[src/rtl/cas_pkg.sv]
package cas_pkg;
  localparam int CA_W   = 6;
  localparam int BANK_W = 3;
  localparam int ROW_W  = 15;
  localparam int COL_W  = 10;
  localparam int STEP_W = 3;

  typedef enum logic [1:0] {
    OP_ACT = 2'd0,
    OP_RD  = 2'd1,
    OP_WR  = 2'd2,
    OP_MRR = 2'd3
  } casOp_e;

  localparam logic [2:0] CODE_ACT1 = 3'b101;
  localparam logic [2:0] CODE_ACT2 = 3'b111;
  localparam logic [2:0] CODE_RD   = 3'b010;
  localparam logic [2:0] CODE_WR   = 3'b100;
  localparam logic [2:0] CODE_MRR  = 3'b110;
  localparam logic [2:0] CODE_TAIL = 3'b011;

  localparam logic [CA_W-1:0] CA_IDLE = '0;

  // control -> datapath strobes
  typedef struct packed {
    logic              load;
    logic              reject;
    logic              active;
    logic [STEP_W-1:0] step;
  } ctlStrobe_t;
endpackage

[src/rtl/cas_ctrl.sv]
module cas_ctrl
  import cas_pkg::*;
(
  input  logic              clk,
  input  logic              rstN,
  input  logic              reqValid,
  input  logic              illegal,
  input  logic [STEP_W-1:0] startStep,
  input  logic [STEP_W-1:0] endStep,
  output logic              reqReady,
  output ctlStrobe_t        strobe
);
  logic              active;
  logic [STEP_W-1:0] step;
  logic [STEP_W-1:0] endQ;
  logic              accept;
  logic              lastWord;

  assign lastWord = active && (step == endQ);
  assign reqReady = !active || lastWord;
  assign accept   = reqValid && reqReady;

  always_ff @(posedge clk or negedge rstN) begin
    if (!rstN) begin
      active <= 1'b0;
      step   <= '0;
      endQ   <= '0;
    end else if (accept && !illegal) begin
      active <= 1'b1;
      step   <= startStep;
      endQ   <= endStep;
    end else if (lastWord) begin
      active <= 1'b0;
    end else if (active) begin
      step <= step + STEP_W'(1);
    end
  end

  always_comb begin
    strobe.load   = accept && !illegal;
    strobe.reject = accept && illegal;
    strobe.active = active;
    strobe.step   = step;
  end
endmodule

[src/rtl/cas_dpath.sv]
module cas_dpath
  import cas_pkg::*;
#(
  parameter int BL_MODE = 2
) (
  input  logic              clk,
  input  logic              rstN,
  input  logic [1:0]        reqOp,
  input  logic              reqWithAct,
  input  logic [BANK_W-1:0] reqBank,
  input  logic [ROW_W-1:0]  reqRow,
  input  logic [COL_W-1:0]  reqCol,
  input  logic              reqBl,
  input  ctlStrobe_t        strobe,
  output logic              illegal,
  output logic [STEP_W-1:0] startStep,
  output logic [STEP_W-1:0] endStep,
  output logic              reqErr,
  output logic              caCs,
  output logic [CA_W-1:0]   caBus
);
  localparam logic [STEP_W-1:0] STEP_DATA = STEP_W'(4);
  localparam logic [STEP_W-1:0] STEP_ACTE = STEP_W'(3);
  localparam logic [STEP_W-1:0] STEP_LAST = STEP_W'(7);

  casOp_e opIn;
  casOp_e opQ;
  logic [BANK_W-1:0] bankQ;
  logic [ROW_W-1:0]  rowQ;
  logic [COL_W-1:0]  colQ;
  logic              blQ;
  logic              blSel;
  logic              errQ;
  logic [CA_W-1:0]   word;

  assign opIn = casOp_e'(reqOp);

  generate
    if (BL_MODE == 2) begin : g_blDyn
      assign blSel = reqBl;
    end else begin : g_blFix
      assign blSel = (BL_MODE == 1);
    end
  endgenerate

  // alignment and sequence span
  always_comb begin
    illegal   = 1'b0;
    startStep = STEP_DATA;
    endStep   = STEP_LAST;
    unique case (opIn)
      OP_ACT: begin
        startStep = '0;
        endStep   = STEP_ACTE;
      end
      OP_RD: begin
        illegal = (reqCol[1:0] != 2'b00);
        if (reqWithAct) startStep = '0;
      end
      OP_WR: begin
        illegal = (reqCol[3:0] != 4'b0000);
        if (reqWithAct) startStep = '0;
      end
      default: ;
    endcase
  end

  always_ff @(posedge clk or negedge rstN) begin
    if (!rstN) begin
      opQ   <= OP_ACT;
      bankQ <= '0;
      rowQ  <= '0;
      colQ  <= '0;
      blQ   <= 1'b0;
      errQ  <= 1'b0;
    end else begin
      errQ <= strobe.reject;
      if (strobe.load) begin
        opQ   <= opIn;
        bankQ <= reqBank;
        rowQ  <= reqRow;
        colQ  <= reqCol;
        blQ   <= blSel;
      end
    end
  end

  // word formatter: step[2:1] picks the command, step[0] the half
  always_comb begin
    word = CA_IDLE;
    unique case (strobe.step[2:1])
      2'd0: word = strobe.step[0] ? rowQ[14:9] : {bankQ, CODE_ACT1};
      2'd1: word = strobe.step[0] ? rowQ[5:0]  : {rowQ[8:6], CODE_ACT2};
      2'd2: begin
        if (opQ == OP_MRR)
          word = strobe.step[0] ? rowQ[5:0] : {3'b000, CODE_MRR};
        else if (strobe.step[0])
          word = {bankQ, colQ[9:7]};
        else
          word = {blQ, 2'b00, (opQ == OP_WR) ? CODE_WR : CODE_RD};
      end
      default: begin
        if (opQ == OP_MRR)
          word = strobe.step[0] ? 6'b000000 : {3'b000, CODE_TAIL};
        else
          word = strobe.step[0] ? {colQ[3:2], 4'b0000} : {colQ[6:4], CODE_TAIL};
      end
    endcase
  end

  assign caCs   = strobe.active && !strobe.step[0];
  assign caBus  = strobe.active ? word : CA_IDLE;
  assign reqErr = errQ;
endmodule

[src/rtl/cas_seq.sv]
module cas_seq
  import cas_pkg::*;
#(
  parameter int BL_MODE = 2
) (
  input  logic        clk,
  input  logic        rstN,
  input  logic        reqValid,
  output logic        reqReady,
  input  logic [1:0]  reqOp,
  input  logic        reqWithAct,
  input  logic [2:0]  reqBank,
  input  logic [14:0] reqRow,
  input  logic [9:0]  reqCol,
  input  logic        reqBl,
  output logic        reqErr,
  output logic        caCs,
  output logic [5:0]  caBus
);
  ctlStrobe_t        strobe;
  logic              illegal;
  logic [STEP_W-1:0] startStep;
  logic [STEP_W-1:0] endStep;

  cas_ctrl u_ctrl (
    .clk(clk), .rstN(rstN), .reqValid(reqValid), .illegal(illegal),
    .startStep(startStep), .endStep(endStep),
    .reqReady(reqReady), .strobe(strobe)
  );

  cas_dpath #(.BL_MODE(BL_MODE)) u_dpath (
    .clk(clk), .rstN(rstN), .reqOp(reqOp), .reqWithAct(reqWithAct),
    .reqBank(reqBank), .reqRow(reqRow), .reqCol(reqCol), .reqBl(reqBl),
    .strobe(strobe), .illegal(illegal), .startStep(startStep),
    .endStep(endStep), .reqErr(reqErr), .caCs(caCs), .caBus(caBus)
  );
endmodule

[config.mk]
export PLATFORM = sky130hd
export DESIGN_NAME = cas_seq
export DESIGN_NICKNAME = d
export VERILOG_FILES = /design/src/rtl/cas_pkg.sv /design/src/rtl/cas_ctrl.sv /design/src/rtl/cas_dpath.sv /design/src/rtl/cas_seq.sv
export SDC_FILE = /design/constraint.sdc
export NUM_CORES = 1
export LEC_CHECK = 0
export BUFFER_PORTS_ARGS = -buffer_cell sky130_fd_sc_hd__clkbuf_2
export CAP_MARGIN = 20
export CORE_MARGIN = 2
export CORE_UTILIZATION = 49
export DETAILED_ROUTE_END_ITERATION = 7
export PLACE_DENSITY = 0.76
export REMOVE_ABC_BUFFERS = 1
export SETUP_SLACK_MARGIN = 0.1
export SLEW_MARGIN = 0
export SYNTH_ARGS = -nofsm -noshare
export SYNTH_HDL_FRONTEND = slang
export SYNTH_SLANG_ARGS = --single-unit
[constraint.sdc]
create_clock -name clk -period 1.9 [get_ports clk]
set_clock_uncertainty 0.05 [all_clocks]
set_input_delay 0.38 -clock clk [delete_from_list [all_inputs] [get_ports clk]]
set_output_delay 0.38 -clock clk [all_outputs]
set_load 0.01 [all_outputs]
==> summary by stage <==
Layout
Leaving out fill and tap cells, the most frequent cells in the layout are 36 x clkbuf_2, 32 x dfrtp_1, 28 x mux2_4. Leaving out fill and tap cells, the most frequent cell in the layout is clkbuf_2. Relative to the synthesized area, the layout overhead comes to 48.0%. The layout has 256 filler cells. The number of diodes is 0. In the final design database the tool counted 296 nets. The utilization after layout is 0.745. The final design instance area without fill is 2960 µm². Of the cells placed in the final design, the portion with a size suffix greater than 1 is 0.607.

Timing
The number of max-slew violations in the final report is 0. Setup repair after global routing could not meet its margin everywhere. Of the available clock period, the critical path in the final layout requires 1.13.

The hold violation count in the final report is 0. The headroom to the max-slew limit is 0.685. The final worst-path setup slack is -0.241 ns. The actual transition at the worst max-transition pin is 0.473 ns.

Timing would allow up to 0.467 GHz. The final number of setup-violating endpoints is 41. The post-layout minimum cycle time is 2.14 ns. The tightest hold path in the finished design has a slack of 0.258 ns.

Worst setup path
The sort of element at the start of the critical path is a flop. The classification of the worst setup path is reg2out. STA classifies the critical path endpoint as a primary output.

At the worst endpoint, the arrival time is 1.71 ns. The required time of the worst setup path is 1.47 ns. The maximum net fanout on the critical path is 5.

Clock tree
The H-tree generated during clock tree synthesis spans 2 levels. The master cell of the clock root buffer is clkbuf_8. The CTS tree is done. The number of buffers created by CTS is 5.

At the later pin of the worst-skew pair, clock insertion delay measures 0.30 ns. After clock tree synthesis, the clock-pin slew on the worst setup and hold paths is 0.07 ns. No sink is reached through more buffers than the 2 on the longest clock path. The clock net sink count is 36.

Place
Detailed placement finished with a half-perimeter wire length of 3070 µm. The post-detailed-placement cell area is 2410 µm². The number of port buffers is 43.

The worst setup slack before clock tree synthesis is -0.124 ns. Routability-driven placement finished with a final weighted congestion of 0.818.

Drt
In the routed layout, each cell is associated on average with a via count of 5.58. The first detailed-routing pass took 5 iterations. For this block, the initial DRC count from the detailed router was 133.

Summing over every cut layer, the via total after detailed routing is 1,713. The routed design has 5560 µm of wire. Dividing the detail-routed wire length by the instance count gives 18.1 µm. The number of nets still failing antenna checks after routing is 0. For this run, design rule violations remaining after detail routing come to 0.

Synth
The adder and majority cell fraction of the synthesized area is 0.0250. The library cell with the largest summed area after synthesis is dfrtp_1. Summing every instance area after synthesis gives 2000 µm². The simple logic cell fraction of the synthesized area is 0.0927. After synthesis the netlist holds a flip-flop and latch count of 36.

For this run, the number of Yosys warnings is 0. The mean cell area of the mapped netlist is 11.4 µm². The register area share after synthesis is 0.451. The area share of the leading cell type in the synthesized netlist is 0.451. After synthesis, the share of cell area in mux cells is 0.245. Ranked by total cell area, the synthesized netlist is headed by dfrtp_1 45%, mux2_4 20%, nand2_1 3.0%.

Of the total synthesized cell area, the portion taken by XOR and XNOR cells is 0.00438. The synthesized instance count is 175. The post-synthesis compound-gate area fraction is 0.133. The unique cell type count in the Yosys netlist is 34.

The main combinational cell family by area after synthesis is multiplexers.

Global routing
Entering global routing, the biggest net connects 20 pins. Global routing finished with a remaining overflow of 0. The number of global-route vias before repair was 1,676. The overall track demand over capacity in global routing is 0.244. The number of antenna violations at the first check in global routing is 0. The first global-routing pass estimated 8110 µm of wire.

Floorplanning
The count of pins on the block boundary is 44. The starting density of the core is 0.503. In this run the horizontal extent of the chip is 67.9 µm. The number of rows in the core area is 23.

The region available for standard cell placement spans 3970 µm². The floorplan step defined a die boundary enclosing 4600 µm². The y dimension of the die is 67.9 µm.

Run
The count of maximum capacitance violations is 0.

Power and ir drop
Summed over all cells, the static leakage comes to 0.00149 µW. Power spread over the standard cell area amounts to 1840 nW/µm². The maximum resistive drop on vdd is 0.00116 V. The total power draw is 5440 µW.

Outcome
The checks that failed: setup timing. The run finished, with violations left.

Min path
In this run the worst hold path is classified as in2reg.
-- final timing paths --
kind	endpoint	cells past startpoint	from	slack, ns
setup / recovery	caBus[1]	7	u_ctrl.step[0]	-0.24
hold / removal	u_dpath.colQ[6]	2	reqCol[6]	0.26
setup reg to reg	u_dpath.rowQ[4]	7	u_ctrl.step[0]	-0.17
hold reg to reg	u_dpath.colQ[3]	1	u_dpath.colQ[3]	0.47
max in group asynchronous	u_dpath.opQ[0]	3	rstN	0.81
min in group asynchronous	u_dpath.bankQ[0]	2	rstN	0.51
-- through the flow --
stage,cells,TNS [ns]
after global placement,277,-2.07
after global routing,307,-8.26
after detailed placement,277,-3.04
after floorplan,164,-26.52
after CTS,298,-5.76
final,307,-5.98
-- where the power goes --
part | internal, µW | total (µW) | leakage (µW) | switching (µW)
Clock | 323 | 592 | 0.0000503 | 270
Combinational | 1910 | 3300 | 0.00102 | 1390
Sequential | 1150 | 1540 | 0.000419 | 392
-- synthesized netlist by cell type --
master,number
nand4_1,1
dfrtp_1,36
nor2_1,6
a21oi_1,9
and3_1,3
o22ai_1,4
o21ai_1,5
o221a_2,1
nand2b_1,3
a32oi_1,2
nor3_1,2
clkbuf_1,7
mux4_2,1
mux2_2,1
o21ai_0,9
o211a_1,1
o221ai_1,1
mux2_4,27
and2_1,1
nand3_1,6
nand2_1,16
o211ai_1,1
xnor2_1,1
a31oi_1,3
a311oi_1,1
o2bb2ai_1,2
a211o_1,1
inv_1,7
buf_6,4
nor2b_1,2
o311ai_0,1
ha_1,4
mux2i_1,5
a22o_1,1
-- metal layers --
metal | up-vias | routed length (µm) | share of wire | GRT usage
li1 | 800 | - | - | -
met1 | 835 | 2370 | 0.43 | 0.301
met2 | 65 | 2730 | 0.49 | 0.406
met3 | 13 | 299 | 0.054 | 0.0510
met4 | 0 | 151 | 0.027 | 0.120
met5 | - | 0 | 0 | 0
-- repair_timing --
action / in CTS / in global routing
endpoints found under the hold margin: 17 / 0
gates cloned: 2 / 1
setup buffers: 11 / 9
endpoints found under the setup margin: 35 / 43
hold buffers: 1 / 0
resized for setup: 35 / 34
pin swaps: 9 / 12
-- area by class of cell --
class	instances	area, µm²	area share
flip-flops and latches	36	906	0.306
clock buffers	7	96.3	0.0326
repair buffers	86	696	0.235
well taps	50	62.6	0.0212
multi-input cells	121	1160	0.394
inverters	7	32.5	0.0110
-- critical path, cell delays in order, from the launching register on --
cell and delay, ns:
dfrtp_2 0.43, buf_6 0.14, and2_4 0.13, a22o_4 0.22
a21oi_2 0.11, o221a_2 0.20, nor2_2 0.03, buf_2 0.14
-- logic make-up (layout without fill, tap and decap cells) --
logic type / after synthesis / count (layout)
AND/OR/NAND/NOR: 40 / 40
adder cells (fa/ha/maj): 4 / 4
flip-flops: 36 / 36
XOR/XNOR: 1 / 1
AO/OA/AOI/OAI: 42 / 42
multiplexers: 34 / 34
buffers and inverters: 18 / 100
-- state kept, by name, indices dropped and copies added, names as in the netlist --
name	cells
u_ctrl.active	1
u_ctrl.endQ	2
u_ctrl.step	3
u_dpath.bankQ	3
u_dpath.blQ	1
u_dpath.colQ	8
u_dpath.opQ	2
u_dpath.reqErr	1
u_dpath.rowQ	15
Power figures use the tool's default switching activity.
